## config.mk

```make
export PLATFORM = sky130hd
export DESIGN_NAME = dual_adc_sched
export DESIGN_NICKNAME = d
export VERILOG_FILES = /design/src/rtl/dual_adc_pkg.sv /design/src/rtl/dual_adc_stagger_timer.sv /design/src/rtl/dual_adc_lane.sv /design/src/rtl/dual_adc_flags.sv /design/src/rtl/dual_adc_sched.sv
export SDC_FILE = /design/constraint.sdc
export NUM_CORES = 1
export LEC_CHECK = 0
export BUFFER_PORTS_ARGS = -buffer_cell sky130_fd_sc_hd__buf_2
export CAP_MARGIN = 0
export CORE_MARGIN = 4
export CORE_UTILIZATION = 30
export DETAILED_ROUTE_END_ITERATION = 8
export HOLD_SLACK_MARGIN = 0.05
export PLACE_DENSITY = 0.52
export SYNTH_ARGS = -nofsm -noshare
export SYNTH_HDL_FRONTEND = slang
export SYNTH_SLANG_ARGS = --single-unit
```

## constraint.sdc

```tcl
create_clock -name clk -period 2.75 [get_ports clk]
set_clock_uncertainty 0.1 [all_clocks]
set_input_delay 0.55 -clock clk [delete_from_list [all_inputs] [get_ports clk]]
set_output_delay 0.55 -clock clk [all_outputs]
set_load 0.02 [all_outputs]
```

## src/rtl/dual_adc_pkg.sv

```systemverilog
package dual_adc_pkg;
  localparam int NCORE  = 2;
  localparam int CORE_M = 0;
  localparam int CORE_S = 1;

  localparam logic GRP_REG = 1'b0;
  localparam logic GRP_PRE = 1'b1;

  typedef enum logic [1:0] {
    SCH_IDLE = 2'd0,
    SCH_REG  = 2'd1,
    SCH_PRE  = 2'd2
  } sch_state_e;

  // Sticky flag update: set wins over clear.
  function automatic logic [NCORE-1:0] flag_next(input logic [NCORE-1:0] cur,
                                                 input logic [NCORE-1:0] set,
                                                 input logic [NCORE-1:0] clr);
    return (cur & ~clr) | set;
  endfunction

  // Stagger reached: counter holds cycles since the first start plus one.
  function automatic logic stagger_due(input int unsigned cnt, input int unsigned limit);
    return cnt == limit;
  endfunction
endpackage

```

## src/rtl/dual_adc_stagger_timer.sv

```systemverilog
module dual_adc_stagger_timer #(
  parameter int STAGGER = 14
) (
  input  logic clk,
  input  logic rst_n,
  input  logic load_i,
  input  logic cancel_i,
  output logic active_o,
  output logic fire_o
);
  import dual_adc_pkg::*;
  localparam int CW = $clog2(STAGGER + 1);

  logic [CW-1:0] cnt_q;
  logic          active_q;

  assign active_o = active_q;
  assign fire_o   = active_q && stagger_due(int'(cnt_q), STAGGER);

  always_ff @(posedge clk or negedge rst_n) begin
    if (!rst_n) begin
      cnt_q    <= '0;
      active_q <= 1'b0;
    end else if (load_i) begin
      cnt_q    <= CW'(1);
      active_q <= 1'b1;
    end else if (cancel_i || fire_o) begin
      cnt_q    <= '0;
      active_q <= 1'b0;
    end else if (active_q) begin
      cnt_q    <= cnt_q + CW'(1);
    end
  end
endmodule

```

## src/rtl/dual_adc_lane.sv

```systemverilog
module dual_adc_lane (
  input  logic clk,
  input  logic rst_n,
  input  logic launch_i,
  input  logic launch_grp_i,
  input  logic abort_i,
  input  logic done_i,
  output logic start_o,
  output logic abort_o,
  output logic grp_o,
  output logic busy_o,
  output logic fin_reg_o,
  output logic fin_pre_o
);
  import dual_adc_pkg::*;

  logic busy_q;
  logic grp_q;
  logic fin;

  // A done in a cycle where the conversion is being replaced belongs to the old one.
  assign fin       = done_i && busy_q && !abort_i && !launch_i;
  assign fin_reg_o = fin && (grp_q == GRP_REG);
  assign fin_pre_o = fin && (grp_q == GRP_PRE);
  assign busy_o    = busy_q;
  assign grp_o     = grp_q;

  always_ff @(posedge clk or negedge rst_n) begin
    if (!rst_n) begin
      busy_q  <= 1'b0;
      grp_q   <= GRP_REG;
      start_o <= 1'b0;
      abort_o <= 1'b0;
    end else begin
      start_o <= launch_i;
      abort_o <= abort_i && busy_q;
      if (launch_i) begin
        busy_q <= 1'b1;
        grp_q  <= launch_grp_i;
      end else if (abort_i || fin) begin
        busy_q <= 1'b0;
      end
    end
  end
endmodule

```

## src/rtl/dual_adc_flags.sv

```systemverilog
module dual_adc_flags #(
  parameter int N = 2
) (
  input  logic         clk,
  input  logic         rst_n,
  input  logic [N-1:0] set_reg_i,
  input  logic [N-1:0] set_pre_i,
  input  logic [N-1:0] clr_reg_i,
  input  logic [N-1:0] clr_pre_i,
  output logic [N-1:0] flag_reg_o,
  output logic [N-1:0] flag_pre_o
);
  import dual_adc_pkg::*;

  always_ff @(posedge clk or negedge rst_n) begin
    if (!rst_n) begin
      flag_reg_o <= '0;
      flag_pre_o <= '0;
    end else begin
      flag_reg_o <= flag_next(flag_reg_o, set_reg_i, clr_reg_i);
      flag_pre_o <= flag_next(flag_pre_o, set_pre_i, clr_pre_i);
    end
  end
endmodule

```

## src/rtl/dual_adc_sched.sv

```systemverilog
module dual_adc_sched #(
  parameter int              STAGGER   = 14,
  parameter int              MODE_W    = 4,
  parameter logic [MODE_W-1:0] COMB_CODE = 4'd6
) (
  input  logic              clk,
  input  logic              rst_n,
  input  logic [MODE_W-1:0] mode_sel,
  input  logic              reg_trig_m,
  input  logic              pre_trig_m,
  input  logic              reg_trig_s,
  input  logic              pre_trig_s,
  input  logic              done_m,
  input  logic              done_s,
  input  logic [1:0]        clr_reg,
  input  logic [1:0]        clr_pre,
  output logic              start_m,
  output logic              start_s,
  output logic              grp_m,
  output logic              grp_s,
  output logic              abort_m,
  output logic              abort_s,
  output logic [1:0]        cmpl_reg,
  output logic [1:0]        cmpl_pre
);
  import dual_adc_pkg::*;

  // Per-core vectors: bit CORE_M master, bit CORE_S slave.
  logic [NCORE-1:0] launch, lgrp, abrt;
  logic [NCORE-1:0] busy, bgrp, fin_reg, fin_pre;
  logic [NCORE-1:0] start_v, abort_v, grp_v;
  logic [NCORE-1:0] done_v, rtrig_v, ptrig_v;

  assign done_v  = {done_s, done_m};
  assign rtrig_v = {reg_trig_s, reg_trig_m};
  assign ptrig_v = {pre_trig_s, pre_trig_m};

  // Mode register, sampled only when nothing is running.
  logic mode_q;
  logic comb_active;
  logic all_idle;
  logic any_trig;

  // Combined sequencer state.
  sch_state_e state_q, state_d;
  logic first_q, first_d;      // core index that started the pair first
  logic resume_q, resume_d;    // an interrupted pair must be relaunched
  logic latch_q, latch_d;      // regular trigger held during preempted work

  logic t_load, t_cancel, t_active, t_fire;

  // Named internal events for the checker.
  logic pre_launch;
  logic resume_launch;
  logic stag_fire;

  logic [NCORE-1:0] c_launch, c_grp, c_abort;
  logic [NCORE-1:0] i_launch, i_grp, i_abort;

  assign comb_active = mode_q;
  assign any_trig    = |{rtrig_v, ptrig_v};
  assign all_idle    = (state_q == SCH_IDLE) && (busy == '0) && !t_active;
  assign stag_fire   = t_fire;

  always_ff @(posedge clk or negedge rst_n) begin
    if (!rst_n) mode_q <= 1'b0;
    else if (all_idle && !any_trig) mode_q <= (mode_sel == COMB_CODE);
  end

  // Combined-mode sequencer
  always_comb begin
    c_launch      = '0;
    c_grp         = '0;
    c_abort       = '0;
    t_load        = 1'b0;
    t_cancel      = 1'b0;
    state_d       = state_q;
    first_d       = first_q;
    resume_d      = resume_q;
    latch_d       = latch_q;
    pre_launch    = 1'b0;
    resume_launch = 1'b0;
    if (comb_active) begin
      case (state_q)
        SCH_IDLE: begin
          if (pre_trig_m) begin
            c_launch   = '1;
            c_grp      = '1;
            latch_d    = reg_trig_m;
            state_d    = SCH_PRE;
            pre_launch = 1'b1;
          end else if (reg_trig_m) begin
            c_launch[CORE_M] = 1'b1;
            first_d          = 1'b0;
            t_load           = 1'b1;
            state_d          = SCH_REG;
          end
        end
        SCH_REG: begin
          if (pre_trig_m) begin
            c_abort    = busy;
            c_launch   = '1;
            c_grp      = '1;
            t_cancel   = 1'b1;
            resume_d   = 1'b1;
            state_d    = SCH_PRE;
            pre_launch = 1'b1;
          end else if (t_fire) begin
            c_launch[~first_q] = 1'b1;
          end else if (!t_active && (busy == '0)) begin
            state_d = SCH_IDLE;
          end
        end
        SCH_PRE: begin
          if (reg_trig_m) latch_d = 1'b1;
          if (busy == '0) begin
            if (resume_q) begin
              c_launch[CORE_S] = 1'b1;
              first_d          = 1'b1;
              t_load           = 1'b1;
              resume_d         = 1'b0;
              latch_d          = 1'b0;
              state_d          = SCH_REG;
              resume_launch    = 1'b1;
            end else if (latch_q || reg_trig_m) begin
              c_launch[CORE_M] = 1'b1;
              first_d          = 1'b0;
              t_load           = 1'b1;
              latch_d          = 1'b0;
              state_d          = SCH_REG;
            end else begin
              state_d = SCH_IDLE;
            end
          end
        end
        default: state_d = SCH_IDLE;
      endcase
    end
  end

  always_ff @(posedge clk or negedge rst_n) begin
    if (!rst_n) begin
      state_q  <= SCH_IDLE;
      first_q  <= 1'b0;
      resume_q <= 1'b0;
      latch_q  <= 1'b0;
    end else begin
      state_q  <= state_d;
      first_q  <= first_d;
      resume_q <= resume_d;
      latch_q  <= latch_d;
    end
  end

  // Independent-mode per-core scheduling
  always_comb begin
    i_launch = '0;
    i_grp    = '0;
    i_abort  = '0;
    if (!comb_active) begin
      for (int c = 0; c < NCORE; c++) begin
        if (ptrig_v[c] && !(busy[c] && (bgrp[c] == GRP_PRE))) begin
          i_launch[c] = 1'b1;
          i_grp[c]    = GRP_PRE;
          i_abort[c]  = busy[c];
        end else if (rtrig_v[c] && !busy[c]) begin
          i_launch[c] = 1'b1;
          i_grp[c]    = GRP_REG;
        end
      end
    end
  end

  assign launch = comb_active ? c_launch : i_launch;
  assign lgrp   = comb_active ? c_grp    : i_grp;
  assign abrt   = comb_active ? c_abort  : i_abort;

  dual_adc_stagger_timer #(.STAGGER(STAGGER)) u_timer (
    .clk      (clk),
    .rst_n    (rst_n),
    .load_i   (t_load),
    .cancel_i (t_cancel),
    .active_o (t_active),
    .fire_o   (t_fire)
  );

  for (genvar g = 0; g < NCORE; g++) begin : g_lane
    dual_adc_lane u_lane (
      .clk          (clk),
      .rst_n        (rst_n),
      .launch_i     (launch[g]),
      .launch_grp_i (lgrp[g]),
      .abort_i      (abrt[g]),
      .done_i       (done_v[g]),
      .start_o      (start_v[g]),
      .abort_o      (abort_v[g]),
      .grp_o        (grp_v[g]),
      .busy_o       (busy[g]),
      .fin_reg_o    (fin_reg[g]),
      .fin_pre_o    (fin_pre[g])
    );
    assign bgrp[g] = grp_v[g];
  end

  dual_adc_flags #(.N(NCORE)) u_flags (
    .clk        (clk),
    .rst_n      (rst_n),
    .set_reg_i  (fin_reg),
    .set_pre_i  (fin_pre),
    .clr_reg_i  (clr_reg),
    .clr_pre_i  (clr_pre),
    .flag_reg_o (cmpl_reg),
    .flag_pre_o (cmpl_pre)
  );

  assign start_m = start_v[CORE_M];
  assign start_s = start_v[CORE_S];
  assign grp_m   = grp_v[CORE_M];
  assign grp_s   = grp_v[CORE_S];
  assign abort_m = abort_v[CORE_M];
  assign abort_s = abort_v[CORE_S];
endmodule

```

**After elaboration in Yosys (flattened, before gate mapping)**

Index checks and enable logic that the tools add are counted.

- Add/sub/neg operators: 1
- Magnitude comparators: 2
- Equal/unequal tests: 13
- Muxes and demuxes: 67
- Bitwise logic cells: 9
- Reduce and logical (&&, ||, !) cells: 52

Operator list:

| operator | number |
|---|---|
| 1-bit 2-to-1 mux | 41 |
| 2-bit 2-to-1 mux | 16 |
| 1-bit logical AND | 24 |
| 4-bit 2-to-1 mux | 3 |
| 3-bit != test, second input constant | 4 |
| 2-bit one-hot mux with 3 select lines | 2 |
| 1-bit logical NOT | 10 |
| 2-bit != test, second input constant | 5 |
| 2-bit nonzero test | 5 |
| 1-bit one-hot mux with 2 select lines | 4 |
| 6-bit AND reduction | 1 |
| 5-bit AND reduction | 1 |
| 4-bit by 1-bit adder with 4-bit output, second input constant | 1 |
| 2-bit AND | 2 |
| 4-bit by 3-bit equality test with 1-bit output, second input constant | 1 |
| 4-bit equality test, second input constant | 1 |
| 2-bit logical NOT | 2 |
| 1-bit logical OR | 4 |
| 2-bit NOT | 2 |
| 2-bit bitwise OR | 2 |
| 4-bit AND reduction | 1 |
| 4-bit OR reduction | 1 |
| 1-bit NOT | 3 |
| 3-bit AND reduction | 1 |
| 7 further kinds | 7 |

- Flip-flop bits (word level): 23
- Input bits: 16
- Output and inout port bits: 10
- Word-level logic and storage cells: 161

**Longest topological paths before layout**

- Depth in word-level cells: 14
- Gate-level depth with buffers: 6
- Depth with buffers taken out: 6

**Modules after synthesis**

From an unflattened synthesis, not the netlist that was laid out.

- Cells, all modules: 130
- Area total of the unflattened synthesis: 1268.7 sq um

Modules (own cells, without submodules):

| module | times used | cells each | area an instance (sq um) | sequential area each (sq um) |
|---|---|---|---|---|
| dual_adc_sched | 1 | 69 | 563.0 | 150.1 |
| dual_adc_lane | 2 | 13 | 151.4 | 100.1 |
| dual_adc_stagger_timer | 1 | 23 | 257.7 | 125.1 |
| dual_adc_flags | 1 | 12 | 145.1 | 100.1 |

**Least setup slack after synthesis**

No wires, ideal clock.

- Path type: input-to-reg
- Start: in pre_trig_m
- End: reg g_lane[1].u_lane.busy_q
- Setup time: 0.126 ns
- Arrival: 1.486 ns
- Data required time: 2.524 ns
- Path slack: 1.038 ns
- Stages: 4
- Path buffers: 1
- Path through: clkbuf_2 -> nor2b_1 -> o311a_4 -> a311o_1

- Longest elaborated chain between the ends: 8
- Elaborated cells between the ends (all ways): 14
- Classes of those cells: mux (8); reduce/logical (6)

RTL lines:

| what | line | RTL |
|---|---|---|
| start, declared | dual_adc_sched.sv:10 | `input logic pre_trig_m,` |
| 2-bit 2-to-1 mux | dual_adc_sched.sv:100 | `if (pre_trig_m) begin` |
| 2-bit 2-to-1 mux | dual_adc_sched.sv:84 | `case (state_q)` |
| 2-bit 2-to-1 mux | dual_adc_sched.sv:176 | `assign abrt = comb_active ? c_abort : i_abort;` |
| 1-bit logical NOT | dual_adc_lane.sv:22 | `assign fin = done_i && busy_q && !abort_i && !launch_i;` |
| 1-bit logical AND (2 in a row) | dual_adc_lane.sv:22 |  |
| 1-bit logical OR | dual_adc_lane.sv:40 | `end else if (abort_i \|\| fin) begin` |
| 2-bit nonzero test (no source line) | -- |  |
| end signal, assigned | dual_adc_lane.sv:30 | `busy_q <= 1'b0;` |
| end signal, assigned | dual_adc_lane.sv:38 | `busy_q <= 1'b1;` |
| end signal, assigned | dual_adc_lane.sv:41 | `busy_q <= 1'b0;` |
| end, declared | dual_adc_lane.sv:17 | `logic busy_q;` |

Parallel ways exist; a longest one is shown, timed or not.
A chain may end at the register's enable or synchronous reset.

**Worst setup path after layout**

- Start: reg mode_q, in the netlist comb_active
- End: reg g_lane[1].u_lane.busy_q

- Longest elaborated chain between the ends: 6
- Elaborated cells between the ends (all ways): 9
- Classes of those cells: mux (3); reduce/logical (6)

RTL lines:

| what | line | RTL |
|---|---|---|
| start, declared | dual_adc_sched.sv:39 | `logic mode_q;` |
| start signal, assigned | dual_adc_sched.sv:67 | `else if (all_idle && !any_trig) mode_q <= (mode_sel == COMB_CODE);` |
| 2-bit 2-to-1 mux | dual_adc_sched.sv:176 |  |
| 1-bit logical NOT | dual_adc_lane.sv:22 |  |
| 1-bit logical AND (2 in a row) | dual_adc_lane.sv:22 |  |
| 1-bit logical OR | dual_adc_lane.sv:40 |  |
| 2-bit nonzero test (no source line) | -- |  |

Parallel ways exist; a longest one is shown, timed or not.

==> qor.csv <==
metric,value,unit
vias in the first global route,1022,
CP max FO,19,
worst vdd ir,0.2174,mV
Synth warnings,0,
die height,72.65,um
Worst Slack Setup Final,0.9596,ns
RSZ-0062 raised after global routing,false,
# diodes,0,
Rel. slew slack,0.6527,
Tightest Hold Check Type,in2async,
CP Class,reg2reg,
Crit path required time,2.80,ns
initial core utilization,0.3112,
Max-Cap Viols,0,
pre-CTS setup slack,0.9537,ns
row count,23,
Fin. Hold Viols,0,
Power Density,700.8,mW/mm2
Final TNS setup,0,ns
status,finished clean,
layout cells sized above 1,0.2384,
drt pass-1 iters,4,
Max Freq,558.5,MHz
post_cts resized,0,
number of synthesized flops with an enable pin,0,
R2R Setup Slk,0.96,ns
Cells after Synth,130,
post-route cell area,0.001436,mm2
Root Buffer,clkbuf_8,
WL per Instance,13.11,um
critical path arrival,1.84,ns
Fillers,420,
element type at the critical path end,flop,
register area share after synthesis,0.4591,
CTS Hold Bufs,0,
nets,170,
GRT Total Usage,0.1073,
DRT iter0 DRCs,39,
Via Count,1021,
Post-synth ARST share,1.000,
crit path time final,1.790,ns
CTS tree,yes,
worst skew pair latency,0.26,ns
number of remaining DRC errors,0,
Final period util,0.6510,
die width,72.65,um
Syn Nets,148,
final setup vio count,0,
total CTS buffers,3,
first-pass GRT wire length,4623,um
"commonest non-fill, non-tap cell in the layout",buf_2,
worst r2r path cells,3,
Placer Congestion,0.8552,
number of I/O pins,26,
CTS Sinks,23,
DP Area,0.001390,mm2
"commonest non-fill, non-tap cells in the layout","buf_2, dfrtp_1, nand2_1",
Longest Clk Path Bufs,2,
Max H-tree Level,1,
post-CTS setup buffers,0,
synthesized area per cell,9.644,um2
Via density,5.080,
Least-Margin Pin Slew,0.5209,ns
Final ANT Viol Nets,0,
"flops & latches, synth",23,
P&R area growth vs syn,14.57,%
leak pwr,0.6884,nW
max-slew violations,0,
detailed placer's ending HPWL,2010,um
CP startpoint kind,flop,
post-synthesis cell area,0.001254,mm2
final wirelength,2635,um
Core ar.,0.004029,mm2
Clock transition at path regs,0.08,ns
Yosys cell types,42,
Overflow after GRT,0,
initial antenna violation count,0,
largest net degree at the start of global routing,24,
DIE AREA,0.005277,mm2
"Primary FF master, synth",dfrtp_1,
# port buffers,25,
## per-layer routing
metal,global-route usage,vias to the layer above,part of all wire
li1,-,503,-
met1,0.1443,491,0.44
met2,0.1794,23,0.50
met3,0.01515,4,0.050
met4,0.03074,0,0.0080
met5,0,-,0
## sequential cells by signal, summed over array words and instances, names as in the netlist
register / count
g_lane.u_lane.grp_o: 2
comb_active: 1
latch_q: 1
first_q: 1
g_lane.u_lane.start_o: 2
resume_q: 1
u_flags.flag_pre_o: 2
state_q: 2
u_timer.active_o: 1
u_flags.flag_reg_o: 2
g_lane.u_lane.busy_o: 2
g_lane.u_lane.abort_o: 2
u_timer.cnt_q: 4
## area by class of cell
| class | instances | area, um2 | area share |
|---|---|---|---|
| timing repair buffer | 25 | 125.1 | 0.08711 |
| sequential | 23 | 575.6 | 0.4007 |
| clock inverter | 1 | 5.005 | 0.003484 |
| inverter | 10 | 37.54 | 0.02613 |
| multi-input combinational | 89 | 589.3 | 0.4103 |
| clock buffer | 3 | 41.29 | 0.02875 |
| tap | 50 | 62.56 | 0.04355 |
## worst paths after layout
| kind | to | start |
|---|---|---|
| min in group clk | u_flags.flag_pre_o[1]$_DFF_PN0_ | clr_pre[1] |
| max in group asynchronous | u_flags.flag_pre_o[1]$_DFF_PN0_ | rst_n |
| setup / recovery | g_lane[1].u_lane.busy_o$_DFFE_PN0P_ | comb_active$_DFFE_PN0P_ |
| setup reg to reg | g_lane[1].u_lane.busy_o$_DFFE_PN0P_ | comb_active$_DFFE_PN0P_ |
| hold / removal | comb_active$_DFFE_PN0P_ | rst_n |
| hold reg to reg | first_q$_DFFE_PN0P_ | first_q$_DFFE_PN0P_ |
## cells in the mapped netlist, types with 2 or more instances
master	instances	area share
a21oi_1	4	0.016
a32o_1	2	0.016
buf_2	4	0.016
buf_4	2	0.012
dfrtp_1	23	0.46
ha_1	2	0.020
inv_1	10	0.030
nand2_1	14	0.042
nand2b_1	2	0.010
nand3_1	4	0.016
nand3b_1	2	0.012
nand4_1	6	0.030
nor2_1	8	0.024
nor2b_1	4	0.020
nor3_1	3	0.012
o21a_1	2	0.012
o21ai_0	8	0.032
o22ai_1	4	0.020
xor2_1	3	0.021
## where the power goes
group / switching [W] / internal (W) / leakage, nW
registers: 0.0000727 / 0.000405 / 0.291
clock network: 0.000108 / 0.000101 / 0.0255
logic: 0.000187 / 0.000134 / 0.372
## kinds of logic (layout without fill, tap and decap cells)
| family | count (synthesis) | in the layout | share of synthesized area |
|---|---|---|---|
| compound gates | 28 | 28 | 0.1597 |
| buf+inv | 18 | 39 | 0.07085 |
| fa+ha+maj | 2 | 2 | 0.01996 |
| mux | 1 | 1 | 0.007984 |
| xor+xnor | 3 | 3 | 0.02096 |
| simple gates | 55 | 55 | 0.2615 |
| flops | 23 | 23 | 0.4591 |
## per-stage QoR
| step | hold slack, ns | total power [W] | util | std cells |
|---|---|---|---|---|
| detailed placement | 0.4116 | 0.0008087 | 0.3450 | 197 |
| floorplan | 0.1544 | 0.0007166 | - | 130 |
| global placement | 0.4076 | 0.0008085 | 0.3450 | 197 |
| finish | 0.1486 | 0.001007 | 0.3565 | 201 |
| global route | 0.2113 | 0.001076 | 0.3565 | 201 |
| CTS | 0.1812 | 0.001018 | 0.3565 | 201 |
## worst max-delay path, stage by stage, from the launching register on
cell and delay [ns]:
dfrtp_1 0.68, nand4b_2 0.32, o21a_1 0.22, a311o_1 0.35
(Power assumes the default switching activity.)
